### config.mk
export PLATFORM = sky130hd
export DESIGN_NAME = motor_runstate_ctrl
export DESIGN_NICKNAME = d
export VERILOG_FILES = /design/src/rtl/mrs_pkg.sv /design/src/rtl/mrs_sync.sv /design/src/rtl/mrs_ovr_sel.sv /design/src/rtl/mrs_fsm.sv /design/src/rtl/mrs_out_dec.sv /design/src/rtl/motor_runstate_ctrl.sv
export SDC_FILE = /design/constraint.sdc
export NUM_CORES = 1
export LEC_CHECK = 0
export BUFFER_PORTS_ARGS = -buffer_cell sky130_fd_sc_hd__buf_4
export CORE_MARGIN = 2
export CORE_UTILIZATION = 46
export DETAILED_ROUTE_END_ITERATION = 16
export HOLD_SLACK_MARGIN = 0.06
export PLACE_DENSITY = 0.86
export SYNTH_ARGS = -nofsm -noshare
export SYNTH_HDL_FRONTEND = slang
export SYNTH_HIERARCHICAL = 1
export SYNTH_SLANG_ARGS = --single-unit
### constraint.sdc
create_clock -name clk -period 2.9 [get_ports clk]
set_clock_uncertainty 0.05 [all_clocks]
set_input_delay 0.29 -clock clk [delete_from_list [all_inputs] [get_ports clk]]
set_output_delay 0.29 -clock clk [all_outputs]
set_load 0.005 [all_outputs]
### src/rtl/mrs_pkg.sv
package mrs_pkg;
  typedef enum logic [2:0] {
    ST_IDLE  = 3'd0,
    ST_RUN   = 3'd1,
    ST_DECEL = 3'd2,
    ST_BRAKE = 3'd3,
    ST_COAST = 3'd4
  } drv_state_e;
endpackage

### src/rtl/mrs_sync.sv
module mrs_sync #(
  parameter int W = 3
) (
  input  logic         clk,
  input  logic         rst_n,
  input  logic [W-1:0] d,
  output logic [W-1:0] q
);
  logic [W-1:0] meta;
  always_ff @(posedge clk or negedge rst_n) begin
    if (!rst_n) begin
      meta <= '0;
      q    <= '0;
    end else begin
      meta <= d;
      q    <= meta;
    end
  end
endmodule

### src/rtl/mrs_ovr_sel.sv
module mrs_ovr_sel (
  input  logic pin_s,
  input  logic ovr_en,
  input  logic ovr_val,
  output logic eff
);
  always_comb eff = ovr_en ? ovr_val : pin_s;
endmodule

### src/rtl/mrs_fsm.sv
module mrs_fsm
  import mrs_pkg::*;
#(
  parameter int SPD_W = 16
) (
  input  logic             clk,
  input  logic             rst_n,
  input  logic             brake,
  input  logic             dir,
  input  logic             drvoff,
  input  logic [SPD_W-1:0] speed_cmd,
  input  logic [SPD_W-1:0] speed_meas,
  input  logic [SPD_W-1:0] brake_thr,
  output drv_state_e       state,
  output logic             fwd,
  output logic             restart
);
  drv_state_e nxt;

  always_comb begin
    nxt = state;
    if (drvoff) nxt = ST_COAST;
    else begin
      unique case (state)
        ST_IDLE:  if (speed_cmd != '0) nxt = ST_RUN;
        ST_RUN:   if (brake) nxt = ST_DECEL;
                  else if (speed_cmd == '0) nxt = ST_IDLE;
        ST_DECEL: if (!brake) nxt = ST_RUN;
                  else if (speed_meas <= brake_thr) nxt = ST_BRAKE;
        ST_BRAKE: if (!brake) nxt = ST_RUN;
        ST_COAST: nxt = ST_IDLE;
        default:  nxt = ST_IDLE;
      endcase
    end
  end

  always_ff @(posedge clk or negedge rst_n) begin
    if (!rst_n) begin
      state   <= ST_IDLE;
      fwd     <= 1'b1;
      restart <= 1'b0;
    end else begin
      state   <= nxt;
      restart <= (state == ST_COAST) && !drvoff;
      if (state == ST_IDLE || state == ST_COAST) fwd <= dir;
    end
  end
endmodule

### src/rtl/mrs_out_dec.sv
module mrs_out_dec
  import mrs_pkg::*;
#(
  parameter int SPD_W  = 16,
  parameter int PHASES = 3
) (
  input  drv_state_e        state,
  input  logic              align,
  input  logic [SPD_W-1:0]  speed_cmd,
  input  logic [SPD_W-1:0]  brake_thr,
  output logic [SPD_W-1:0]  target,
  output logic [PHASES-1:0] hs_en,
  output logic [PHASES-1:0] ls_en
);
  logic driving, braking;
  always_comb begin
    driving = (state == ST_RUN) || (state == ST_DECEL);
    braking = (state == ST_BRAKE);
    case (state)
      ST_RUN:   target = speed_cmd;
      ST_DECEL: target = brake_thr;
      default:  target = '0;
    endcase
  end

  for (genvar i = 0; i < PHASES; i++) begin : g_ph
    localparam bit ALIGN_HI = (i == 0);
    always_comb begin
      hs_en[i] = driving || (braking && align && ALIGN_HI);
      ls_en[i] = driving || (braking && !(align && ALIGN_HI));
    end
  end
endmodule

### src/rtl/motor_runstate_ctrl.sv
module motor_runstate_ctrl
  import mrs_pkg::*;
#(
  parameter int SPD_W  = 16,
  parameter int PHASES = 3
) (
  input  logic              clk,
  input  logic              rst_n,
  input  logic              brake_pin,
  input  logic              dir_pin,
  input  logic              drvoff_pin,
  input  logic              brake_ovr_en,
  input  logic              brake_ovr_val,
  input  logic              dir_ovr_en,
  input  logic              dir_ovr_val,
  input  logic              brake_align,
  input  logic [SPD_W-1:0]  speed_cmd,
  input  logic [SPD_W-1:0]  speed_meas,
  input  logic [SPD_W-1:0]  brake_thr,
  output logic [2:0]        drv_state,
  output logic [SPD_W-1:0]  speed_target,
  output logic              phase_fwd,
  output logic              restart,
  output logic [PHASES-1:0] hs_en,
  output logic [PHASES-1:0] ls_en
);
  localparam int NPIN = 3;
  logic [NPIN-1:0] pins_s;
  logic brake_eff, dir_eff;
  drv_state_e st;

  mrs_sync #(.W(NPIN)) u_sync (
    .clk(clk), .rst_n(rst_n),
    .d({drvoff_pin, dir_pin, brake_pin}), .q(pins_s)
  );

  mrs_ovr_sel u_brk_sel (.pin_s(pins_s[0]), .ovr_en(brake_ovr_en),
                         .ovr_val(brake_ovr_val), .eff(brake_eff));
  mrs_ovr_sel u_dir_sel (.pin_s(pins_s[1]), .ovr_en(dir_ovr_en),
                         .ovr_val(dir_ovr_val), .eff(dir_eff));

  mrs_fsm #(.SPD_W(SPD_W)) u_fsm (
    .clk(clk), .rst_n(rst_n), .brake(brake_eff), .dir(dir_eff),
    .drvoff(pins_s[2]), .speed_cmd(speed_cmd), .speed_meas(speed_meas),
    .brake_thr(brake_thr), .state(st), .fwd(phase_fwd), .restart(restart)
  );

  mrs_out_dec #(.SPD_W(SPD_W), .PHASES(PHASES)) u_dec (
    .state(st), .align(brake_align), .speed_cmd(speed_cmd),
    .brake_thr(brake_thr), .target(speed_target), .hs_en(hs_en), .ls_en(ls_en)
  );

  assign drv_state = st;
endmodule

Yosys cells after proc, flatten, opt, wreduce, memory -nomap -nowiden
Cells that the tools add are included.
{ "word_totals": {"ram_bits": 0, "output_inout_bits": 27, "memories": 0, "latchBits": 0, "romBits": 0, "inputBits": 58, "regBits": 11, "elab_cells": 39} }
{ "op_classes": {"multipliers": 0, "order_cmp": 1, "n_addsub": 0, "n_shift": 0, "n_reduce_logical": 14, "n_bitwise": 0, "muxes": 11, "n_eq_ne": 8, "n_div": 0} }
{ "ops": {"columns": ["cell", "count"], "rows": [
  ["16-bit case mux with 2 select lines", 1],
  ["3-bit 2-to-1 mux", 7],
  ["16-bit <= comparator", 1],
  ["16-bit logical NOT", 1],
  ["16-bit nonzero test", 1],
  ["3-bit case mux with 4 select lines", 1],
  ["4-bit != test, second input constant", 2],
  ["3-bit by 2-bit == test with 1-bit output, second input constant", 2],
  ["1-bit logical OR", 5],
  ["4-bit AND reduction", 1],
  ["3-bit by 1-bit == test with 1-bit output, second input constant", 1],
  ["3-bit == test, second input constant", 1],
  ["1-bit logical AND", 3],
  ["3-bit logical NOT", 1],
  ["3-bit by 2-bit != test with 1-bit output, second input constant", 1],
  ["3-bit != test, second input constant", 1],
  ["1-bit logical NOT", 2],
  ["1-bit 2-to-1 mux", 2]
]} }

Logic depth before layout (Yosys ltp)
{ "depth": {"word_depth": 5, "mapped_depth": 7, "mapped_depth_nobuf": 7} }

Cells and area by module
The synthesis kept the hierarchy.
{ "by_module_without_submodules": {"columns": ["mod", "seq_area_each_um2", "area_each_um2", "instances", "cells_per_inst"], "rows": [
  ["mrs_fsm", 126.4, 648.1, 1, 76],
  ["mrs_out_dec", 0.0, 496.7, 1, 66],
  ["mrs_sync", 150.1, 150.1, 1, 6],
  ["mrs_ovr_sel", 0.0, 15.0, 2, 1]
]} }

Least setup slack after synthesis
OpenSTA, ideal clock, no wires.
{ "synth_timing": {"path_kind": "input to register", "startpoint": "input port brake_thr[1]", "endpoint": "register u_fsm.state[0]", "path_stages": 7, "arrival_time_ps": 1673, "path_slack_ps": 1066, "required_ps": 2739, "cell_sequence": "inv_1 > ha_1 > nor2b_4 > o211ai_2 > a21boi_1 > or4_4 > a2111oi_2"} }
{ "synth_between": {"elab_chain_len": 3} }
{ "synth_rtl": {"columns": ["item", "line_no", "rtl"], "rows": [
  ["from (decl)", "motor_runstate_ctrl.sv:19", "input logic [SPD_W-1:0] brake_thr,"],
  ["16-bit <= comparator", "mrs_fsm.sv:29", "else if (speed_meas <= brake_thr) nxt = ST_BRAKE;"],
  ["4-bit != test (no line)", null, null],
  ["4-bit AND reduction (no line)", null, null],
  ["to (signal assigned)", "mrs_fsm.sv:43", "state <= nxt;"],
  ["to (decl)", "mrs_fsm.sv:14", "output drv_state_e state,"]
]} }
Every way passes these cells.
A chain may end at the register's enable or synchronous reset.

Worst setup path in the final report
{ "layout_timing": {"startpoint": "register u_fsm.state[2]", "endpoint": "output port ls_en[1]"} }
{ "layout_between": {"elab_chain_len": 3, "elab_cells_between_ends": 5, "classes_between": "eq/ne (3); reduce/logical (2)"} }
{ "layout_rtl": {"columns": ["item", "line_no", "rtl"], "rows": [
  ["3-bit by 1-bit == test with 1-bit output or 3-bit by 2-bit == test with 1-bit output (tied branches)", "mrs_out_dec.sv:17", "driving = (state == ST_RUN) || (state == ST_DECEL);"],
  ["1-bit logical OR", "mrs_out_dec.sv:17", null],
  ["1-bit logical OR (*)", "mrs_out_dec.sv:30", "ls_en[i] = driving || (braking && !(align && ALIGN_HI));"],
  ["to (decl)", "motor_runstate_ctrl.sv:25", "output logic [PHASES-1:0] ls_en"]
]} }
Mark *: on every way between the ends. The rest lies on a longest branch, timed or not.

==> summary.md <==
| Metric | Value |
|---|---|
| Final Cycle Share | 0.780 |
| # diodes | 0 |
| Pre-CTS WS | 864 ps |
| Worst-Skew Late Latency | 270 ps |
| Sequential power share | 0.367 |
| Final setup margin | 637 ps |
| First-pass DRT Iterations | 4 |
| CP Max Fanout | 38 |
| Netlist area before placement | 1330 um^2 |
| Post-CTS sizing | 0 |
| Slew HR | 0.221 |
| Synth top area cells | dfrtp_1 19%, ha_1 15%, o32ai_2 11%, inv_1 9.9%, nand2b_1 8.5% |
| Critical path startpoint category | register |
| Full die area | 3330 um^2 |
| Max-cap viol count | 0 |
| Layout cells sized above 1 | 0.457 |
| DRT iter0 DRCs | 36 |
| Synthesis Warnings | 6 |
| Critical R2R Launch | u_fsm/state[2]$_DFFE_PN0P_ |
| Avg Inst Size Synth | 8.83 um^2 |
| Synth unique cells | 35 |
| Via density | 5.19 |
| CP startpoint | u_fsm/state[2]$_DFFE_PN0P_ |
| Root buffer cell | clkbuf_4 |
| Switch share | 0.306 |
| Synthesized netlist cell count | 150 |
| Clk network pwr share | 0.219 |
| WP data arrival | 1920 ps |
| Rows | 19 |
| Congestion Overflow GR | 0 |
| DPL Wire Length | 2.90 mm |
| Status | finished clean |
| Area leader, netlist | dfrtp_1 |
| Routed Antenna Nets | 0 |
| Chip width | 57.7 um |
| Net load switching power | 0.000147 W |
| Post-layout total power | 0.000480 W |
| Period minus WS final | 2260 ps |
| FF+latch count, synth | 11 |
| Leakage | 1.06 nW |
| Final GP Congestion | 0.852 |
| Initial Util | 0.480 |
| HP Start | drvoff_pin |
| EDFF count, synth | 0 |
| CP required | 2560 ps |
| IO Pins | 85 |
| Async S/R FF share, synth | 1.00 |
| Postcts setup bufs | 0 |
| I/O Buffers | 84 |
| Commonest cells post-synth | 35 x inv_1, 18 x nand2b_1, 16 x ha_1 |
| Initial antenna violation count | 0 |
| Cell with the most instances after synthesis | inv_1 |
| Final wirelength | 3.52 mm |
| Maximum clock rate | 442 MHz |
| TritonCTS clock tree | yes |
| Clk buf depth | 2 |
| Largest net degree at the start of global routing | 39 |
| Max Slew Vio Count | 0 |
| First-pass GRT wire length | 5.35 mm |
| TritonCTS buffer count | 3 |
| Pint | 0.000333 W |
| Worst min path class | in -> reg |
| CTS HTree Levels | 1 |
| Final nets | 305 |
| Die height | 57.7 um |
| Peak supply drop | 0.261 mV |
| Area delta synth->final | 48.3% |
| Gate power share | 0.414 |
| Worst-Margin Slew | 1170 ps |
| Hold slack | 76.8 ps |
| Setup-failing EPs final | 0 |
| Syn Nets | 224 |
| Sequential area share after synthesis | 0.209 |
| Total track usage | 0.204 |
| RSZ-0062 raised after global routing | no |
| Core Area | 2760 um^2 |
| Routed via count | 1354 |
| Pwr Density | 244 nW/um^2 |
| Setup TNS | 0 ps |
| Top-area cell type share of the netlist area | 0.189 |
| CP Capture Type | primary output |
| Reg clk slew, reported paths | 70 ps |
| Synth Flop Type | dfrtp_1 |
| Final hold vios | 0 |
| Vias in the first global route | 1269 |
| Residual DRC count | 0 |
| Setup CP Type | reg -> out |
| Clock tree sinks | 11 |
| Per-cell routed wire length | 13.5 um |
==> kinds of logic after synthesis <==
family                   after synthesis  synth area share
AND/OR/NAND/NOR                       39             0.188
multiplexers                           3            0.0312
flip-flops                            11             0.209
adder cells (fa/ha/maj)               16             0.151
AO/OA/AOI/OAI                         35             0.256
buffers and inverters                 46             0.165
==> worst max-delay path, cell delays in order, from the launching register on <==
cell	delay, ps
dfrtp_1	1130
o21bai_1	290
inv_1	90
buf_4	140
==> power groups by stage <==
| stage | Combinational, W | Sequential (W) | Clock (W) |
|---|---|---|---|
| CTS | 0.000198 | 0.000176 | 0.000109 |
| global route | 0.000219 | 0.000178 | 0.000119 |
| finish | 0.000199 | 0.000176 | 0.000105 |
| floorplan | 0.0000999 | 0.000172 | 0 |
| global placement | 0.000193 | 0.000179 | 0 |
| detailed placement | 0.000196 | 0.000179 | 0 |
==> cell type report <==
type	count	area (um^2)
inverters	35	131
flip-flops and latches	11	277
multi-input cells	93	830
clock buffers	3	22.5
clock inverters	1	5.00
repair buffers	87	661
fillers	237	793
well taps	31	38.8
==> metrics by stage <==
step	utilization	cell area, um^2	instances
6_report	0.712	1960	261
5_1_grt	0.712	1960	261
4_1_cts	0.705	1940	259
3_5_place_dp	0.691	1910	254
3_3_place_gp	0.691	1910	254
2_1_floorplan	-	1330	150
==> sequential cells by signal, summed over array words and instances, names as in the netlist <==
register and count:
u_fsm/state 3, u_sync/meta 3, u_sync/q 3, u_fsm/fwd 1, u_fsm/restart 1
==> metal layers <==
metal,vias to the layer above,track usage,wire length [um]
met3,3,0.0134,215
li1,685,-,-
met2,50,0.364,1800
met4,0,0.0498,22
met1,616,0.269,1480
met5,-,0,0
==> placed cells by master (no fill, tap or decap), types with 4 or more instances in the layout <==
cell type / instances
dfrtp_1: 10
inv_1: 35
a21oi_1: 8
o32ai_2: 9
nand2b_1: 18
nor4_1: 4
buf_4: 84
ha_1: 16
o32ai_1: 7
==> final timing paths <==
check / endpoint / slack [ps] / cells past startpoint
min in group asynchronous: u_sync/q[0]$_DFF_PN0_ / 330 / 2
max in group asynchronous: u_fsm/fwd$_DFFE_PN1P_ / 2260 / 2
worst min register to register: u_sync/q[1]$_DFF_PN0_ / 300 / 0
worst max register to register: u_fsm/state[0]$_DFFE_PN0P_ / 890 / 4
worst max-delay path: ls_en[1] / 640 / 3
worst min-delay path: u_sync/meta[2]$_DFF_PN0_ / 80 / 1
==> repair_timing <==
item | CTS | global route
hold buffers | 1 | 2
endpoints found under the setup margin | 0 | 0
hold endpoints to repair | 11 | 2
Power figures use the tool's default switching activity.
